[config.mk]
export PLATFORM = sky130hd
export DESIGN_NAME = reg_alu_core
export DESIGN_NICKNAME = d
export VERILOG_FILES = /design/src/rtl/reg_alu_pkg.sv /design/src/rtl/reg_alu_shift.sv /design/src/rtl/reg_alu_addsub.sv /design/src/rtl/reg_alu_mulcost.sv /design/src/rtl/reg_alu_core.sv
export SDC_FILE = /design/constraint.sdc
export NUM_CORES = 2
export LEC_CHECK = 0
export BUFFER_PORTS_ARGS = -buffer_cell sky130_fd_sc_hd__buf_2
export CAP_MARGIN = 20
export CORE_ASPECT_RATIO = 0.7
export CORE_MARGIN = 10
export CORE_UTILIZATION = 30
export CTS_BUF_LIST = sky130_fd_sc_hd__clkbuf_16
export DETAILED_ROUTE_END_ITERATION = 10
export PLACE_DENSITY_LB_ADDON = 0.12
export SLEW_MARGIN = 40
export SYNTH_ARGS = -nofsm -noshare
export SYNTH_HDL_FRONTEND = slang
export SYNTH_SLANG_ARGS = --single-unit
[constraint.sdc]
create_clock -name clk -period 16.2 [get_ports clk]
set_input_delay 0.81 -clock clk [delete_from_list [all_inputs] [get_ports clk]]
set_output_delay 0.81 -clock clk [all_outputs]
set_load 0.1 [all_outputs]
[src/rtl/reg_alu_pkg.sv]
package reg_alu_pkg;

    typedef enum logic [3:0] {
        OP_AND = 4'd0,
        OP_EOR = 4'd1,
        OP_LSL = 4'd2,
        OP_LSR = 4'd3,
        OP_ASR = 4'd4,
        OP_ADC = 4'd5,
        OP_SBC = 4'd6,
        OP_ROR = 4'd7,
        OP_TST = 4'd8,
        OP_NEG = 4'd9,
        OP_CMP = 4'd10,
        OP_CMN = 4'd11,
        OP_ORR = 4'd12,
        OP_MUL = 4'd13,
        OP_BIC = 4'd14,
        OP_MVN = 4'd15
    } alu_op_e;

    typedef enum logic [1:0] {
        SH_LSL = 2'd0,
        SH_LSR = 2'd1,
        SH_ASR = 2'd2,
        SH_ROR = 2'd3
    } shift_kind_e;

    // bit positions inside the packed flag vector
    localparam int FL_N = 3;
    localparam int FL_Z = 2;
    localparam int FL_C = 1;
    localparam int FL_V = 0;

endpackage

[src/rtl/reg_alu_shift.sv]
module reg_alu_shift
    import reg_alu_pkg::*;
#(
    parameter int W     = 32,
    parameter int AMT_W = 8
) (
    input  logic [W-1:0]     a,
    input  logic [AMT_W-1:0] amt,
    input  shift_kind_e      kind,
    input  logic             cin,
    output logic [W-1:0]     res,
    output logic             cout
);
    localparam int SH_W = $clog2(W);
    localparam logic [AMT_W-1:0] W_AMT = AMT_W'(W);

    logic signed [W:0] sx;
    logic [SH_W-1:0]   rot;

    assign sx  = {a, 1'b0};
    assign rot = amt[SH_W-1:0];

    always_comb begin
        res  = a;
        cout = cin;
        if (amt != '0) begin
            unique case (kind)
                SH_LSL: begin
                    if (amt <= W_AMT) begin
                        {cout, res} = {1'b0, a} << amt;
                    end else begin
                        res  = '0;
                        cout = 1'b0;
                    end
                end
                SH_LSR: begin
                    if (amt <= W_AMT) begin
                        {res, cout} = {a, 1'b0} >> amt;
                    end else begin
                        res  = '0;
                        cout = 1'b0;
                    end
                end
                SH_ASR: begin
                    if (amt < W_AMT) begin
                        {res, cout} = sx >>> amt;
                    end else begin
                        res  = {W{a[W-1]}};
                        cout = a[W-1];
                    end
                end
                SH_ROR: begin
                    res  = W'({a, a} >> rot);
                    cout = res[W-1];
                end
            endcase
        end
    end

endmodule

[src/rtl/reg_alu_addsub.sv]
module reg_alu_addsub #(
    parameter int W = 32
) (
    input  logic [W-1:0] x,
    input  logic [W-1:0] y,
    input  logic         sub,
    input  logic         use_cin,
    input  logic         cin,
    output logic [W-1:0] res,
    output logic         cout,
    output logic         vout
);
    localparam logic [W:0] ONE = {{W{1'b0}}, 1'b1};

    logic [W:0]   s1;
    logic [W:0]   s2;
    logic [W-1:0] t;
    logic [W-1:0] y2;
    logic         v1;
    logic         v2;

    // second step adds the carry, or subtracts its inverse
    assign y2 = {{(W-1){1'b0}}, use_cin & (sub ? ~cin : cin)};

    always_comb begin
        if (sub) begin
            s1 = {1'b0, x} + {1'b0, ~y} + ONE;
        end else begin
            s1 = {1'b0, x} + {1'b0, y};
        end
        t = s1[W-1:0];
        if (sub) begin
            s2 = {1'b0, t} + {1'b0, ~y2} + ONE;
        end else begin
            s2 = {1'b0, t} + {1'b0, y2};
        end
        res = s2[W-1:0];
        if (sub) begin
            v1   = (x[W-1] != y[W-1])  && (t[W-1] != x[W-1]);
            v2   = (t[W-1] != y2[W-1]) && (res[W-1] != t[W-1]);
            cout = s1[W] & s2[W];
        end else begin
            v1   = (x[W-1] == y[W-1])  && (t[W-1] != x[W-1]);
            v2   = (t[W-1] == y2[W-1]) && (res[W-1] != t[W-1]);
            cout = s1[W] | s2[W];
        end
        vout = v1 | v2;
    end

endmodule

[src/rtl/reg_alu_mulcost.sv]
module reg_alu_mulcost #(
    parameter int W           = 32,
    parameter int CNT_W       = 3,
    parameter int FIXED_EXTRA = 3
) (
    input  logic [W-9:0]     a_hi,
    input  logic             fixed,
    output logic [CNT_W-1:0] extra
);
    localparam int BYTES = W / 8;

    logic [BYTES-1:1] nz;

    for (genvar g = 1; g < BYTES; g++) begin : g_byte
        assign nz[g] = |a_hi[8*(g-1) +: 8];
    end

    always_comb begin
        extra = CNT_W'(1);
        for (int i = 1; i < BYTES; i++) begin
            if (nz[i]) extra = CNT_W'(i + 1);
        end
        if (fixed) extra = CNT_W'(FIXED_EXTRA);
    end

endmodule

[src/rtl/reg_alu_core.sv]
module reg_alu_core
    import reg_alu_pkg::*;
#(
    parameter int W               = 32,
    parameter int AMT_W           = 8,
    parameter int CNT_W           = 3,
    parameter int MUL_FIXED_EXTRA = 3
) (
    input  logic              clk,
    input  logic              rst_n,
    input  logic              start,
    input  logic [3:0]        opcode,
    input  logic [W-1:0]      op_a,
    input  logic [W-1:0]      op_b,
    input  logic              carry_in,
    input  logic              ovf_in,
    input  logic              mul_fixed,
    output logic              busy,
    output logic              done,
    output logic [W-1:0]      result,
    output logic              wr_en,
    output logic [3:0]        flags_out,
    output logic [CNT_W:0]    cycles
);
    localparam int CYC_W = CNT_W + 1;

    typedef struct packed {
        logic             busy;
        logic [CNT_W-1:0] cnt;
        logic             done;
        logic [W-1:0]     res;
        logic             wr;
        logic [3:0]       fl;
        logic [CYC_W-1:0] cyc;
    } state_t;

    state_t s_d, s_q;

    alu_op_e     op;
    shift_kind_e sh_kind;
    logic [W-1:0] sh_res, as_res, as_x, prod;
    logic         sh_c, as_c, as_v, as_sub, as_use_cin;
    logic [CNT_W-1:0] mul_extra;

    assign op   = alu_op_e'(opcode);
    assign prod = op_a * op_b;

    always_comb begin
        unique case (op)
            OP_LSR:  sh_kind = SH_LSR;
            OP_ASR:  sh_kind = SH_ASR;
            OP_ROR:  sh_kind = SH_ROR;
            default: sh_kind = SH_LSL;
        endcase
        as_x       = (op == OP_NEG) ? '0 : op_a;
        as_sub     = (op == OP_SBC) || (op == OP_CMP) || (op == OP_NEG);
        as_use_cin = (op == OP_ADC) || (op == OP_SBC);
    end

    reg_alu_shift #(.W(W), .AMT_W(AMT_W)) u_shift (
        .a    (op_a),
        .amt  (op_b[AMT_W-1:0]),
        .kind (sh_kind),
        .cin  (carry_in),
        .res  (sh_res),
        .cout (sh_c)
    );

    reg_alu_addsub #(.W(W)) u_addsub (
        .x       (as_x),
        .y       (op_b),
        .sub     (as_sub),
        .use_cin (as_use_cin),
        .cin     (carry_in),
        .res     (as_res),
        .cout    (as_c),
        .vout    (as_v)
    );

    reg_alu_mulcost #(.W(W), .CNT_W(CNT_W), .FIXED_EXTRA(MUL_FIXED_EXTRA)) u_mulcost (
        .a_hi  (op_a[W-1:8]),
        .fixed (mul_fixed),
        .extra (mul_extra)
    );

    always_comb begin
        logic [W-1:0]     r;
        logic             c_new, v_new, wr;
        logic [CNT_W-1:0] extra;

        s_d      = s_q;
        s_d.done = 1'b0;
        r        = '0;
        c_new    = carry_in;
        v_new    = ovf_in;
        wr       = 1'b1;
        extra    = '0;

        unique case (op)
            OP_AND: r = op_a & op_b;
            OP_EOR: r = op_a ^ op_b;
            OP_ORR: r = op_a | op_b;
            OP_BIC: r = op_a & ~op_b;
            OP_MVN: r = ~op_b;
            OP_TST: begin r = op_a & op_b; wr = 1'b0; end
            OP_LSL, OP_LSR, OP_ASR, OP_ROR: begin
                r     = sh_res;
                c_new = sh_c;
                extra = CNT_W'(1);
            end
            OP_ADC, OP_SBC, OP_NEG: begin
                r     = as_res;
                c_new = as_c;
                v_new = as_v;
            end
            OP_CMP, OP_CMN: begin
                r     = as_res;
                c_new = as_c;
                v_new = as_v;
                wr    = 1'b0;
            end
            OP_MUL: begin
                r     = prod;
                extra = mul_extra;
                if (!mul_fixed) c_new = 1'b0;
            end
        endcase

        if (s_q.busy) begin
            if (s_q.cnt == CNT_W'(1)) begin
                s_d.busy = 1'b0;
                s_d.done = 1'b1;
            end else begin
                s_d.cnt = s_q.cnt - CNT_W'(1);
            end
        end else if (start) begin
            s_d.res = r;
            s_d.wr  = wr;
            s_d.fl  = {r[W-1], (r == '0), c_new, v_new};
            s_d.cyc = CYC_W'(extra) + CYC_W'(1);
            s_d.cnt = extra;
            if (extra == '0) begin
                s_d.done = 1'b1;
            end else begin
                s_d.busy = 1'b1;
            end
        end
    end

    always_ff @(posedge clk) begin
        if (!rst_n) begin
            s_q <= '0;
        end else begin
            s_q <= s_d;
        end
    end

    assign busy      = s_q.busy;
    assign done      = s_q.done;
    assign result    = s_q.res;
    assign wr_en     = s_q.wr;
    assign flags_out = s_q.fl;
    assign cycles    = s_q.cyc;

endmodule

==> impl_results.md <==
- Clock transition at path regs: 0.07 ns
- Req. time, crit path: around 16 ns
- Vias: 32208
- Largest net degree at the start of global routing: between 50 and 60
- Post-synthesis sequential area ratio: 2.886%
- Global route overflow: 0
- Post-route clock period utilization: 61.35%
- Average vias per placed instance: between 6 and 7
- Gr usage total: 28.22%
- Flops & latches, synth: 45
- R2r setup slk: 12.72 ns
- Cell Area, Placed: 32930 um^2
- Post-cts resize count: 0
- Max-cap violations: 0
- Hold EP: result[8]
- Initial Utilization: 30.41%
- Status: finished clean
- Die area: 117500 um^2
- Crit Path Class: input pin to flip-flop
- Clock sinks: 45
- Worst Max-Slew Pin Slew: ~1.0 ns
- Clock buffer count from CTS: 5
- Most used cell, CP: fa_1
- Met2 WL: about 67000 um
- Die span in x: between 400 and 500 um
- Die Ht: 289.9 um
- Drt total wl: 172500 um
- Worst hold stages: 2
- Most common cell after layout, fill and taps aside: nor2_1
- Pins over their slew limit: 0
- Core area: between 100000 and 150000 um^2
- Async SR Flop Fraction: 0%
- H-tree levels: 2
- RR Startpoint: busy
- Critical path capture point type: flip-flop
- Final nets: between 4000 and 5000
- Max incr delay on CP: 0.63 ns
- # rows: 98
- Setup TNS: 0 ns
- Synth unique cells: 92
- Post-CTS Setup Inserts: 0
- Crit path max fanout: 41
- Clock Skews: 0.002697 ns
- Hpwl dp: 132100 um
- Placed cell count: 5352
- Mapped cell area: 31210 um^2
- DR WL met3: 20470 um
- CTS max path bufs: 2
- I/O pin cnt: 117
- Synthesis Warnings: 0
- Hold Crit Class: flip-flop to flip-flop
- Mapped Nets: 4849
- Global-route wire length before repair: 244500 um
- Area growth syn-to-layout: 6.202%
- Share of cells above drive strength 1: 9.549%
- Post-synth EDFFs: 0
- Pre-Repair DR Iteration Count: 8
- CTS tree: done
- Tmin final: between 9 and 10 ns
- RSZ-0062 raised after global routing: no
- CP Data Arrival Time: 10.18 ns
- Met1 wire length: about 80000 um
- Slowest library cell on the worst path: a2111oi_0
- Reg2Reg Depth: 13
- Worst slew margin: 32.38%
- Clock root buffer: clkbuf_16
- Final hold violations: 0
- Critical path startpoint category: input pin
- Synth Instances: 4120
- Hold Buf Count CTS: 0
- # fillers: approximately 11000
- Post-DRT Antenna Nets: 0
- DR WL/cell: 32.15 um
- Highest routed layer: met5
- Worst setup path start: op_b[3]
- Port Buffers: 116
- Commonest non-fill, non-tap cells in the layout: nor2_1 (572), inv_1 (471), fa_1 (410)
- Ys flop type: dfxtp_1
- Initial antenna violation count: 7
- Worst R2R End: flags_out[2]
- RePlAce Congestion: 0.9841
- Worst-Skew Late Latency: 0.29 ns
- Min-delay src: result[8]
- Fmax: 100.6 MHz
- Avg Inst Size Synth: roughly 7.6 um^2
- DR DRC count: 0
- Endpoints failing setup: 0
- Finished Layout Cells: between 5000 and 6000
- Post-route design area: 33150 um^2
- Vias in the first global route: roughly 32000
- Initial DRC Count: about 4200
==> worst max path at each step <==
stage	to	slack, ns
global route	flags_out[2]	5.72
global placement	result[30]	6.30
finish	flags_out[2]	6.26
detailed placement	flags_out[2]	6.11
floorplan	flags_out[2]	6.11
CTS	flags_out[2]	6.42
==> worst max-delay path, delay by kind of cell <==
family,cells,cell delay (ns)
AOI/OAI and AO/OA,8,2.20
and+or+nand+nor,5,1.45
xor gates and xnor gates,1,0.22
buffers and inverters,8,1.69
adders and majority gates,9,3.72
==> metrics by stage <==
stage	utilization [%]	worst slack (ns)	hold WS, ns
2_1_floorplan	-	6.112	0.4438
4_1_cts	32.25	6.416	0.4654
6_report	32.30	6.261	0.4608
5_1_grt	32.29	5.724	0.4917
3_3_place_gp	32.04	6.302	0.4554
3_5_place_dp	32.09	6.108	0.4559
==> per-layer routing <==
| layer | vias to the layer above | GRT usage [%] |
|---|---|---|
| li1 | 13720 | - |
| met1 | 16104 | 42.21 |
| met2 | 2041 | 38.67 |
| met3 | 337 | 7.763 |
| met4 | 6 | 8.018 |
| met5 | - | 0 |
==> cells in the mapped netlist (20+ instances only) <==
cell / instances / area share [%]
nand3_1: 61 / 0.98
clkbuf_1: 228 / 2.7
buf_2: 24 / 0.38
xor2_1: 37 / 1.0
o21a_1: 23 / 0.55
nor3_1: 77 / 1.2
fa_1: 410 / 26
a211oi_1: 50 / 1.2
xnor2_1: 119 / 3.3
or3_1: 24 / 0.48
o21ai_0: 192 / 3.1
and2_1: 49 / 0.98
mux2i_1: 65 / 2.1
o221ai_1: 35 / 0.98
nand2b_1: 27 / 0.54
nand2_1: 398 / 4.8
a21o_1: 28 / 0.67
dfxtp_1: 45 / 2.9
nor4_1: 39 / 0.78
a21oi_1: 180 / 2.9
nor2_1: 573 / 6.9
nor2b_1: 32 / 0.64
a221oi_1: 21 / 0.59
a31oi_1: 55 / 1.1
o211ai_1: 35 / 0.84
ha_1: 245 / 9.8
inv_1: 480 / 5.8
or2_2: 20 / 0.40
buf_4: 42 / 1.0
buf_1: 50 / 0.60
o31ai_1: 29 / 0.70
o22ai_1: 29 / 0.58
mux4_2: 48 / 3.5
mux2_2: 29 / 1.0
==> state kept, by name (all words and copies together) (netlist names) <==
| name | cells |
|---|---|
| result | 32 |
| cycles | 4 |
| flags_out | 3 |
| s_q | 3 |
| busy | 1 |
| done | 1 |
| wr_en | 1 |
==> kinds of logic (layout without fill, tap and decap cells) <==
| logic type | Yosys count | count (layout) | synth area share [%] |
|---|---|---|---|
| fa+ha+maj | 655 | 655 | 36.12 |
| simple gates | 1403 | 1403 | 20.25 |
| flops | 45 | 45 | 2.886 |
| other cells | 0 | 4 | 0 |
| buf+inv | 839 | 730 | 10.74 |
| mux | 143 | 143 | 6.667 |
| compound gates | 878 | 878 | 18.91 |
| xor+xnor | 157 | 157 | 4.430 |
==> area by class of cell <==
class / count / area, um^2 / area share [%]
Multi-Input combinational cell: 3236 / 27100 / 81.75
Inverter: 493 / 1851 / 5.583
Tap cell: 1350 / 1689 / 5.096
Timing Repair Buffer: 229 / 1434 / 4.326
Sequential cell: 45 / 900.9 / 2.718
Clock buffer: 5 / 125.1 / 0.3775
Clock inverter: 3 / 41.29 / 0.1246
Antenna cell: 4 / 10.01 / 0.03020
Power is not shown: default switching activity piles up to over one toggle a cycle in this logic, so the estimate is an artifact.
